--- src/rtl/semaphore_bank.sv ---
module semaphore_bank #(
  parameter int NSEM = 8,
  parameter int DW   = 16,
  localparam int IW  = $clog2(NSEM)
) (
  input  logic          clk,
  input  logic          rst_n,
  input  logic          l_sel,
  input  logic          l_ce,
  input  logic          l_we,
  input  logic          l_oe,
  input  logic [IW-1:0] l_addr,
  input  logic          l_din,
  output logic [DW-1:0] l_dout,
  input  logic          r_sel,
  input  logic          r_ce,
  input  logic          r_we,
  input  logic          r_oe,
  input  logic [IW-1:0] r_addr,
  input  logic          r_din,
  output logic [DW-1:0] r_dout
);

  logic [NSEM-1:0] lreq, rreq, own_l, own_r;
  logic [NSEM-1:0] lreq_n, rreq_n, own_l_n, own_r_n;

  wire l_acc = l_sel & ~l_ce;
  wire r_acc = r_sel & ~r_ce;
  wire l_wr  = l_acc & l_we;
  wire r_wr  = r_acc & r_we;
  wire l_rd  = l_acc & l_oe & ~l_we;
  wire r_rd  = r_acc & r_oe & ~r_we;

  always_comb begin
    lreq_n = lreq;
    rreq_n = rreq;
    if (l_wr) lreq_n[l_addr] = ~l_din;
    if (r_wr) rreq_n[r_addr] = ~r_din;
    for (int i = 0; i < NSEM; i++) begin
      own_l_n[i] = own_l[i] & lreq_n[i];
      own_r_n[i] = own_r[i] & rreq_n[i];
      if (!own_l_n[i] && !own_r_n[i]) begin
        if (lreq_n[i])      own_l_n[i] = 1'b1;
        else if (rreq_n[i]) own_r_n[i] = 1'b1;
      end
    end
  end

  always_ff @(posedge clk) begin
    if (!rst_n) begin
      lreq   <= '0;
      rreq   <= '0;
      own_l  <= '0;
      own_r  <= '0;
      l_dout <= '1;
      r_dout <= '1;
    end else begin
      lreq  <= lreq_n;
      rreq  <= rreq_n;
      own_l <= own_l_n;
      own_r <= own_r_n;
      if (l_rd) l_dout <= {DW{~own_l[l_addr]}};
      if (r_rd) r_dout <= {DW{~own_r[r_addr]}};
    end
  end

  assert_word_R7: assert property (@(posedge clk) disable iff (!rst_n)
    (l_dout == '0 || l_dout == '1) && (r_dout == '0 || r_dout == '1));
  assert_hold_l_R8: assert property (@(posedge clk) disable iff (!rst_n)
    !l_rd |=> $stable(l_dout));
  assert_hold_r_R8: assert property (@(posedge clk) disable iff (!rst_n)
    !r_rd |=> $stable(r_dout));
  assert_ce_block_R9: assert property (@(posedge clk) disable iff (!rst_n)
    (l_ce && !(r_sel && !r_ce)) |=> $stable(lreq) && $stable(rreq));

  for (genvar g = 0; g < NSEM; g++) begin : g_chk
    wire l_hit = l_wr && l_addr == IW'(g);
    wire r_hit = r_wr && r_addr == IW'(g);
    assert_keep_l_R4: assert property (@(posedge clk) disable iff (!rst_n)
      own_l[g] && !(l_hit && l_din) |=> own_l[g]);
    assert_keep_r_R4: assert property (@(posedge clk) disable iff (!rst_n)
      own_r[g] && !(r_hit && r_din) |=> own_r[g]);
    assert_grant_R3: assert property (@(posedge clk) disable iff (!rst_n)
      !own_l[g] && !own_r[g] && !rreq[g] && l_hit && !l_din && !r_hit |=> own_l[g] && !own_r[g]);
    assert_handoff_R5: assert property (@(posedge clk) disable iff (!rst_n)
      own_l[g] && rreq[g] && l_hit && l_din && !r_hit |=> own_r[g] && !own_l[g]);
    assert_tie_R10: assert property (@(posedge clk) disable iff (!rst_n)
      !own_l[g] && !own_r[g] && l_hit && !l_din && r_hit && !r_din |=> own_l[g] && rreq[g]);
  end

endmodule

--- config.mk ---
export PLATFORM = sky130hd
export DESIGN_NAME = semaphore_bank
export DESIGN_NICKNAME = d
export VERILOG_FILES = /design/src/rtl/semaphore_bank.sv
export SDC_FILE = /design/constraint.sdc
export NUM_CORES = 1
export LEC_CHECK = 0
export BUFFER_PORTS_ARGS = -buffer_cell sky130_fd_sc_hd__buf_4
export CORE_ASPECT_RATIO = 1.5
export CORE_MARGIN = 4
export CORE_UTILIZATION = 55
export CTS_BUF_LIST = sky130_fd_sc_hd__clkbuf_16
export DETAILED_ROUTE_END_ITERATION = 10
export PLACE_DENSITY = 0.82
export SLEW_MARGIN = 0
export SYNTH_ARGS = -nofsm -noshare
export SYNTH_HDL_FRONTEND = slang
export SYNTH_SLANG_ARGS = --single-unit
export TNS_END_PERCENT = 10
--- constraint.sdc ---
create_clock -name clk -period 2.61 [get_ports clk]
set_input_delay 0.261 -clock clk [delete_from_list [all_inputs] [get_ports clk]]
set_output_delay 0.261 -clock clk [all_outputs]
set_load 0.005 [all_outputs]
# Word-level counts from Yosys, hierarchy flattened
# Cells that the tools add are included.
# totals
mem_bits_ro,0
in_bits,18
n_memories,0
wordCells,120
out_inout_bits,32
mem_bits_rw,0
latch_bits,0
regBits,34
# classes
reduce_logical,26
n_lt_le_gt_ge,4
n_div,0
addsub,0
n_eq_ne,0
shift,0
n_mul,0
n_bitwise,32
mux,52
# op_table
operator,n
$mux 1,44
$and 1x1->1,24
$bwmux 8,2
$logic_not 1->1,16
$mux 8,2
$logic_and 1x1->1,10
$lt 3x4->1 const B,2
$not 1->1,8
$bmux 1 s3,2
$demux 1 s3,2
$ge 3x1->1 const B,2

# Depth between registers and ports, before layout
# logic_depth
word_depth,10
mapped_depth,5
mapped_depth_nobuf,4

# Worst setup path after synthesis
# OpenSTA, ideal clock, no wires.
# synth_path
kind,input to register
startpoint,in r_addr[0]
endpoint,reg own_l[0]
setup_time_ns,0.115
t_arrival_ns,1.365
slack_ns,1.129
required_ns,2.495
path_buffers,1
cell_stages,5
path_cell_list,buf_6 > and4bb_1 > nand2_2 > or4b_1 > and3_1
# synth_between
elab_chain_len,10
elab_cells_between_ends,11
cone_classes,2 x order compare; 5 x mux; 1 x bitwise; 3 x reduce/logical
# synth_rtl
item,line_no,text
from (decl),19,"input logic [IW-1:0] r_addr,"
$lt 3x4->1 (not written as such) or $ge 3x1->1 (tied branches),38,if (r_wr) rreq_n[r_addr] = ~r_din;
$logic_and 1x1->1 (not written as such),38,
$mux 1 (not written as such),38,
$demux 1 s3 (*),38,
$bwmux 8 (*),38,
$mux 8 (*),38,
$and 1x1->1 (*),41,own_r_n[i] = own_r[i] & rreq_n[i];
$logic_not 1->1 (*),42,if (!own_l_n[i] && !own_r_n[i]) begin
$logic_and 1x1->1 (*),42,
$mux 1 (*),42,
to (signal assigned),60,own_l <= own_l_n;
to (decl),24,"logic [NSEM-1:0] lreq, rreq, own_l, own_r;"
# Mark *: on every way between the ends. The rest lies on a longest branch, timed or not.
# A chain may end at the register's enable or synchronous reset.

# Worst setup path after layout
# layout_path
startpoint,"reg, netlist name l_dout[0]"
endpoint,out l_dout[7]
# layout_rtl
item,line_no,text
to (decl),14,"output logic [DW-1:0] l_dout,"
# No word-level cell between the ends.

==> results.py <==
metrics = {
    "outcome": {
        "status": "complete, no violations",
    },
    "worst_setup_path": {
        "crit_cells": 1,
        "max_stage_delay_ps": 630,
        "worstPathBufferInverterCount": 1,
        "path_class": "register to output port",
        "start_kind": "register",
        "cpMaxStageDelayCell": "dfxtp_1",
        "crit_path_end_kind": "output port",
        "worst_ep_required_time_ps": 2350,
        "crit_fanout": 17,
        "crit-reg2reg-launch": "own_r[0]",
        "cp-startpoint": "l_dout[0]",
        "rr_worst_depth": 2,
        "path_cells": "buf_4",
        "arrival_ps": 1120,
        "path_delay_family": "flip-flops",
    },
    "detailed_routing": {
        "viasPerCell": 5.852,
        "drc": 0,
        "first_pass_iters": 4,
        "drtIter0Drc": 29,
        "wirelength_um": 4072,
        "vias": 1463,
        "wl_per_cell_um": 16.29,
        "final_antenna_net_count": 0,
    },
    "sta": {
        "rsz0062_at_grt": "false",
        "fin_crit_sh_pct": 52.80,
        "tightest_slew_ps": 554.9,
        "final.setup.worst_slack_ps": 1232,
        "worst_clock_skew_ps": 4.075,
        "finalHoldViolations": 0,
        "relSlewSlack_pct": 62.96,
        "setup_tns_ps": 0,
        "maxSlewViolCount": 0,
        "min_period_ps": 1378,
        "whs_ps": 326.8,
        "fmax_mhz": 725.6,
        "setup_viol": 0,
    },
    "place": {
        "placedCellCount": 242,
        "gp_congestion": 0.8288,
        "post-dp-hpwl_um": 3102,
        "place_ws_ps": 983.2,
        "dpl-instance-area_um2": 1967,
        "port_buffers": 49,
    },
    "synthesis": {
        "synth_top_family_by_area": "simple AND/OR/NAND/NOR gates",
        "yosys_warnings": 0,
        "synth_adder_area_share_pct": 0,
        "synth_xor_area_share_pct": 0,
        "yosysUniqueCellTypes": 35,
        "async_reset_ff_share_pct": 0,
        "synth_area_leaders": "dfxtp_1 (38%), buf_4 (12%), mux2i_1 (12%)",
        "synthMostInstantiatedCell": "dfxtp_1",
        "netlist_instances": 189,
        "synth.area.mux_share_pct": 13.50,
        "ys_ff_latch": 34,
        "synth_seq_area_share_pct": 37.67,
        "synth_compound_area_share_pct": 5.886,
        "synth_edf_count": 0,
        "synth_fp_nets": 207,
        "synth_common_cells": "dfxtp_1 (34), buf_4 (30), mux2i_1 (21), nand2_1 (13), nor2_1 (13)",
        "synth_top_area_share_pct": 37.67,
        "syn_area_per_cell_um2": 9.559,
        "syn_area_um2": 1807,
        "synth_largest_area_cell": "dfxtp_1",
        "yosys.area_share.simple_pct": 28.25,
        "synth_ff_type": "dfxtp_1",
    },
    "clock_tree": {
        "clock_sinks": 34,
        "cts_hold_buf": 0,
        "cts_tree": "done",
        "path_clk_slew_ps": 50,
        "clock_path_buffers": 2,
        "ctsHtreeMaxLevel": 2,
        "cts_setup_buffers": 0,
        "cts_root_buf": "clkbuf_16",
        "post_cts_resized": 0,
        "clock_latency_ps": 280,
        "numCtsBuffers": 5,
    },
    "pwr": {
        "power.density_nw_per_um2": 555.2,
        "total_power_mw": 1.168,
        "p_leak_nw": 0.8667,
        "p_sw_share_pct": 21.94,
        "clkPwrFrac_pct": 46.9,
        "p_int_mw": 0.9121,
        "combPwrFrac_pct": 7.9,
        "ir_worst_vdd_mv": 0.5707,
        "seqPwrFrac_pct": 45.2,
        "p_switching_mw": 0.2563,
    },
    "min_path": {
        "min_path_type": "primary input to register",
        "hp-start": "r_ce",
        "min_path_cells": 3,
    },
    "global_route": {
        "overflow": 0,
        "grt_pass1_wl_um": 6375,
        "grt_max_degree": 18,
        "track_usage_pct": 20.45,
        "antenna_found_initial": 0,
        "grt_pass1_vias": 1385,
    },
    "layout": {
        "area_growth_pct": 16.48,
        "multi_input_area_um2": 860.8,
        "diodes": 0,
        "fin_nets": 227,
        "final_util_pct": 66.61,
        "final-seq-area_um2": 680.7,
        "drive_gt1_share_pct": 27.62,
        "fin_cells": 250,
        "final_area_um2": 2105,
        "fill_cells": 258,
    },
    "floorplan": {
        "pin_count": 50,
        "placementRows": 25,
        "fp.coreArea_um2": 3159,
        "start_util_pct": 57.19,
        "die_area_um2": 4285,
        "die_h_um": 78.20,
        "die_width_um": 54.80,
    },
    "job": {
        "maxCapViolations": 0,
    },
}
-- layout make-up --
class	instances	area share (%)
clock buffer	5	5.945
sequential	34	32.34
clock inverter	3	0.5945
tap	40	2.378
inverter	2	0.3567
multi-input combinational	117	40.90
timing repair buffer	49	17.48
-- kinds of logic (layout without fill, tap and decap cells) --
kind of cell           Yosys count  count (layout)
AOI/OAI and AO/OA               14              14
DFF                             34              34
muxes                           24              24
buffers and inverters           38              59
and+or+nand+nor                 79              79
-- power by group through the flow --
| stage | logic (mW) | clock network (mW) | registers (mW) |
|---|---|---|---|
| finish | 0.0917 | 0.548 | 0.528 |
| global route | 0.0995 | 0.575 | 0.529 |
| detailed placement | 0.0922 | 0 | 0.539 |
| global placement | 0.0900 | 0 | 0.539 |
| CTS | 0.0923 | 0.557 | 0.528 |
| floorplan | 0.0542 | 0 | 0.538 |
-- worst register-to-register path, cell delays in order (launching register included) --
cell,delay [ps]
dfxtp_1,390
or4b_1,450
and3_1,190
-- worst paths after layout --
check / to / slack, ps
worst max-delay path: l_dout[7] / 1230
worst min-delay path: r_dout[0] / 330
worst max register to register: own_l[0] / 1470
worst min register to register: rreq[7] / 480
-- registers in the layout, summed over array words and instances, names as in the netlist --
name    cells
lreq        8
own_l       8
own_r       8
rreq        8
l_dout      1
r_dout      1
-- per-layer routing --
| layer | vias to the layer above | track usage, % | wire length, um |
|---|---|---|---|
| met3 | 12 | 4.554 | 339 |
| li1 | 697 | - | - |
| met5 | - | 0 | 0 |
| met1 | 691 | 21.85 | 1563 |
| met4 | 0 | 10.72 | 112 |
| met2 | 63 | 35.19 | 2056 |
-- layout by cell type (no fill, tap or decap) --
cell and count:
o311ai_1 1, nor2_1 13, clkinv_2 1, nor4b_1 3, nand2b_1 5, or3b_1 2, nor4bb_1 9, inv_1 2
mux2i_1 21, mux2_2 1, buf_4 49, a211oi_1 2, nand4_1 1, and4b_1 3, nor4_1 6, o32a_1 1
nand2_2 1, o22ai_1 1, and4bb_1 1, o21a_1 8, nor3_1 3, nand3b_1 6, clkinv_1 2, nor2b_1 2
nand2_1 13, a31oi_1 1, or4b_1 2, nand4b_1 2, dfxtp_1 34, and3_1 2, nor3b_2 1, nand3_1 4
clkbuf_16 5, mux2_1 2
(Power assumes the default switching activity.)
